`config.mk`:
```
export PLATFORM = sky130hd
export DESIGN_NAME = ddr_frame_deser
export DESIGN_NICKNAME = d
export VERILOG_FILES = /design/src/rtl/ddr_deser_pkg.sv /design/src/rtl/ddr_frame_ctrl.sv /design/src/rtl/ddr_lane_sipo.sv /design/src/rtl/ddr_frame_deser.sv
export SDC_FILE = /design/constraint.sdc
export NUM_CORES = 1
export LEC_CHECK = 0
export BUFFER_PORTS_ARGS = -buffer_cell sky130_fd_sc_hd__buf_2
export CAP_MARGIN = 20
export CORE_MARGIN = 2
export CORE_UTILIZATION = 44
export CTS_CLUSTER_DIAMETER = 40
export CTS_CLUSTER_SIZE = 10
export DETAILED_ROUTE_END_ITERATION = 7
export PLACE_DENSITY = 0.66
export SETUP_SLACK_MARGIN = 0.3
export SLEW_MARGIN = 20
export SYNTH_ARGS = -nofsm -noshare
export SYNTH_HDL_FRONTEND = slang
export SYNTH_HIERARCHICAL = 1
export SYNTH_SLANG_ARGS = --single-unit
```
`constraint.sdc`:
```
create_clock -name clk_i -period 2.76 [get_ports clk_i]
set_input_delay 0.138 -clock clk_i [delete_from_list [all_inputs] [get_ports clk_i]]
set_output_delay 0.138 -clock clk_i [all_outputs]
set_load 0.005 [all_outputs]
```
`src/rtl/ddr_deser_pkg.sv`:
```
package ddr_deser_pkg;
  parameter int unsigned DEF_LANES  = 4;
  parameter int unsigned DEF_WORD_W = 14;

  // bits per rising edge: one from the low phase, one at the edge
  localparam int unsigned BITS_PER_EDGE = 2;
endpackage

```
`src/rtl/ddr_frame_ctrl.sv`:
```
module ddr_frame_ctrl #(
  parameter int unsigned PAIRS = 7
) (
  input  logic clk_i,
  input  logic rst_ni,
  input  logic frame_i,
  output logic shift_en_o,
  output logic load_o,
  output logic valid_o
);
  localparam int unsigned CNT_W = $clog2(PAIRS + 2);
  localparam logic [CNT_W-1:0] CNT_FULL = CNT_W'(PAIRS);

  logic             frame_q;
  logic             armed_q;
  logic [CNT_W-1:0] cnt_q;
  logic             frame_rise;

  assign frame_rise = frame_i & ~frame_q;
  assign load_o     = frame_rise & armed_q & (cnt_q == CNT_FULL);
  assign shift_en_o = armed_q | frame_rise;

  always_ff @(posedge clk_i or negedge rst_ni) begin
    if (!rst_ni) begin
      frame_q <= 1'b0;
      armed_q <= 1'b0;
      cnt_q   <= '0;
      valid_o <= 1'b0;
    end else begin
      frame_q <= frame_i;
      valid_o <= load_o;
      if (frame_rise) begin
        armed_q <= 1'b1;
        cnt_q   <= CNT_W'(1);
      end else if (armed_q && cnt_q <= CNT_FULL) begin
        // saturates one past full so an overlong word is never accepted
        cnt_q <= cnt_q + CNT_W'(1);
      end
    end
  end
endmodule

```
`src/rtl/ddr_lane_sipo.sv`:
```
module ddr_lane_sipo #(
  parameter int unsigned WORD_W = 14
) (
  input  logic              clk_i,
  input  logic              rst_ni,
  input  logic              din_i,
  input  logic              shift_en_i,
  input  logic              load_i,
  output logic [WORD_W-1:0] word_o
);
  logic              fall_q;
  logic [WORD_W-1:0] sh_q;

  always_ff @(negedge clk_i or negedge rst_ni) begin
    if (!rst_ni) fall_q <= 1'b0;
    else         fall_q <= din_i;
  end

  always_ff @(posedge clk_i or negedge rst_ni) begin
    if (!rst_ni) begin
      sh_q   <= '0;
      word_o <= '0;
    end else begin
      if (shift_en_i) sh_q <= {sh_q[WORD_W-3:0], fall_q, din_i};
      // MSB flip: offset binary to two's complement
      if (load_i) word_o <= {~sh_q[WORD_W-1], sh_q[WORD_W-2:0]};
    end
  end
endmodule

```
`src/rtl/ddr_frame_deser.sv`:
```
module ddr_frame_deser
  import ddr_deser_pkg::*;
#(
  parameter int unsigned LANES  = DEF_LANES,
  parameter int unsigned WORD_W = DEF_WORD_W
) (
  input  logic                    clk_i,
  input  logic                    rst_ni,
  input  logic                    frame_i,
  input  logic [LANES-1:0]        din_i,
  output logic [LANES*WORD_W-1:0] dout_o,
  output logic                    valid_o
);
  localparam int unsigned PAIRS = WORD_W / BITS_PER_EDGE;

  logic shift_en;
  logic load;

  ddr_frame_ctrl #(.PAIRS(PAIRS)) i_ctrl (
    .clk_i      (clk_i),
    .rst_ni     (rst_ni),
    .frame_i    (frame_i),
    .shift_en_o (shift_en),
    .load_o     (load),
    .valid_o    (valid_o)
  );

  for (genvar g = 0; g < LANES; g++) begin : g_lane
    ddr_lane_sipo #(.WORD_W(WORD_W)) i_lane (
      .clk_i      (clk_i),
      .rst_ni     (rst_ni),
      .din_i      (din_i[g]),
      .shift_en_i (shift_en),
      .load_i     (load),
      .word_o     (dout_o[g*WORD_W +: WORD_W])
    );
  end
endmodule

```
==> Yosys cells after proc, flatten, opt, wreduce, memory -nomap -nowiden <==
Index checks and enable logic that the tools add are counted.
{ "classes": {"add_sub_neg": 1, "bitwise": 9, "n_reduce_logical": 2, "n_lt_le_gt_ge": 1, "n_mux": 2, "n_eq_ne": 1} }
{ "op_table": {"columns": ["op", "count"], "rows": [
  ["$mux W4", 2],
  ["$not A1 Y1", 5],
  ["$add A4 B1 Y4 const B", 1],
  ["$eq A4 B3 Y1 const B", 1],
  ["$le A4 B3 Y1 const B", 1],
  ["$and A1 B1 Y1", 3],
  ["$reduce_bool A2 Y1", 1],
  ["$logic_and A1 B1 Y1", 1],
  ["$or A1 B1 Y1", 1]
]} }
{ "word_totals": {"elab_cells": 32, "regBits": 123} }

==> Longest topological paths before layout <==
{ "depth": {"depth_word": 4, "depth_mapped": 5, "mapped_depth_nobuf": 4} }

==> By module <==
The synthesis kept the hierarchy.
{ "by_module_without_submodules": {"columns": ["module", "instances", "area_per_inst_um2", "cells_per_inst", "seq_area_each_um2"], "rows": [
  ["ddr_lane_sipo", 4, 1066.0, 60, 725.7],
  ["ddr_frame_ctrl", 1, 291.5, 23, 175.2]
]} }

==> impl_metrics.json <==
{
  "remaining_drc_errors": 0,
  "yosysSeqAreaShare": 0.676,
  "vias_per_cell": 4.84,
  "syn_area_per_cell_um2": 17.3,
  "root_buffer": "clkbuf_8",
  "path_depth": 1,
  "clk_pin_slew_ns": 0.05,
  "synth_fp_nets": 271,
  "track_usage": 0.144,
  "yosys_warnings": 6,
  "rows": 37,
  "drive_gt1_frac": 0.576,
  "synth_top_area_cell": "dfrtp_1",
  "status": "finished clean",
  "numCtsBuffers": 17,
  "pre_cts_ws_ns": 0.694,
  "slowest_stage": "dfrtn_1",
  "netlist_instances": 263,
  "crit_arrival_ns": 2.40,
  "final_cell_mix": "119 x dfrtp_1, 108 x mux2_2, 62 x buf_2, 16 x clkbuf_16",
  "grt_overflow": 0,
  "detailroute.via_count": 2405,
  "powerDensity_nw_per_um2": 984,
  "htree_num_levels": 4,
  "synth-seq-cells": 123,
  "cp-start-kind": "register",
  "placed_area_um2": 5020,
  "slew_headroom": 0.505,
  "hold_path.class": "input pin to async pin",
  "die_w_um": 106,
  "start_util": 0.447,
  "cp.required_ns": 3.15,
  "hold_viol": 0,
  "clockBufferDepth": 2,
  "worst-setup-path-type": "register to register",
  "crit_path_max_incr_delay_ns": 0.33,
  "grt_pass1_vias": 2503,
  "antenna_found_initial": 0,
  "worst_slew_pin_slew_ns": 0.742,
  "diodes": 0,
  "nNetsFinal": 357,
  "final_util": 0.555,
  "max_cap_viol_count": 0,
  "place_congestion": 0.716,
  "grt_pass1_wl_um": 12300,
  "path_max_fanout": 1,
  "cts_tree": "built",
  "fp.dieH_um": 106,
  "grt_max_degree": 62,
  "worst_r2r_path_depth": 1,
  "layout_commonest_cell": "dfrtp_1",
  "fin_area_um2": 5650,
  "cts_resized": 0,
  "drt-total-wl_um": 7000,
  "ir_drop_mv": 0.347,
  "syn-cell-area_um2": 4560,
  "crit_family": "flip-flops",
  "post_drt_wl_per_cell_um": 14.1,
  "fp.dieArea_um2": 11200,
  "slew_viol_final": 0,
  "io_buffers": 63,
  "whs_ns": 0.0998,
  "first_iter_violations": 36,
  "cp-end-kind": "register",
  "firstDrtPassIters": 2,
  "syn2layout_area_growth_pct": 24.1,
  "clock_latency_ns": 0.51,
  "rsz0062_at_grt": "false",
  "ys_top_cells_by_area": "dfrtp_1 65%, mux2_2 27%, dfrtn_1 2.2%, buf_6 2.0%, mux2i_1 1.1%",
  "cts_setup_buffers": 0,
  "clock_skew_ns": 0.0670,
  "setup_viol": 0,
  "postRouteAntennaNets": 0,
  "io_pins": 64,
  "fill_cells": 855,
  "ys_types": 17,
  "clock-sinks": 123,
  "p_leak_nw": 2.72,
  "dpl.hpwl_um": 4310,
  "setup_tns_ns": 0,
  "path_cells": "mux2_2",
  "core_um2": 10200,
  "synth_top_area_frac": 0.654,
  "fin_ws_ns": 0.754,
  "path_buf_inv": 0
}
-- worst paths after layout --
path	slack, ns	to	from
setup / recovery	0.75	g_lane[0].i_lane/sh_q[1]	g_lane[0].i_lane/fall_q
hold / removal	0.1	g_lane[1].i_lane/word_o[10]	rst_ni
setup reg to reg	0.75	g_lane[0].i_lane/sh_q[1]	g_lane[0].i_lane/fall_q
hold reg to reg	0.44	g_lane[0].i_lane/word_o[13]	g_lane[0].i_lane/sh_q[13]
max in group asynchronous	1.01	g_lane[2].i_lane/fall_q	rst_ni
min in group clk_i	0.28	i_ctrl/frame_q	frame_i
-- per-layer routing --
metal / routed length (um) / global-route usage / vias up
met4: 119 / 0.0705 / 0
met3: 389 / 0.0557 / 10
met5: 0 / 0 / -
met2: 3350 / 0.216 / 51
li1: - / - / 1100
met1: 3150 / 0.183 / 1244
-- cells by family (layout without fill, tap and decap cells) --
kind of cell / count (synthesis) / count (layout) / synth area share
muxes: 113 / 113 / 0.278
adders and majority gates: 1 / 1 / 0.00275
AOI/OAI and AO/OA: 1 / 1 / 0.00192
and+or+nand+nor: 11 / 11 / 0.0148
DFF: 123 / 123 / 0.676
xor gates and xnor gates: 2 / 2 / 0.00385
buffers and inverters: 12 / 110 / 0.0231
-- timing repair --
item / CTS / global route
hold buffers: 6 / 0
endpoints found under the hold margin: 63 / 0
endpoints found under the setup margin: 0 / 0
-- cell type report --
cell class | count | area [um2] | share of cell area
flip-flops and latches | 123 | 3080 | 0.544
multi-input cells | 128 | 1380 | 0.244
clock buffers | 23 | 457 | 0.0808
repair buffers | 75 | 435 | 0.0770
well taps | 136 | 170 | 0.0301
clock inverters | 8 | 118 | 0.0208
inverters | 4 | 15.0 | 0.00266
-- stage by stage --
stage | instances | total power [W]
after floorplan | 263 | 0.00298
after global placement | 460 | 0.00345
after detailed placement | 460 | 0.00349
after CTS | 497 | 0.00565
after global routing | 497 | 0.00589
final | 497 | 0.00556
-- state kept, by name, indices dropped and copies added, names as in the netlist --
| name | count |
|---|---|
| i_ctrl/valid_o | 1 |
| g_lane.i_lane/sh_q | 56 |
| i_ctrl/frame_q | 1 |
| i_ctrl/cnt_q | 4 |
| g_lane.i_lane/word_o | 56 |
| g_lane.i_lane/fall_q | 4 |
| i_ctrl/armed_q | 1 |
-- where the power goes --
group | internal [W] | switching, W | leakage, nW
Sequential | 0.00225 | 0.000235 | 1.51
Combinational | 0.000595 | 0.000361 | 0.931
Clock | 0.00141 | 0.000718 | 0.282
-- Yosys cell counts (all sizes together) --
cell type and n:
nand3b 1, a41oi 1, nand2b 1, inv 4, or2 2, nor2 4
xnor2 1, dfrtp 119, mux2i 5, nand2 1, buf 8, dfrtn 4
xor2 1, nor2b 2, mux2 108, ha 1
Power figures use the tool's default switching activity.
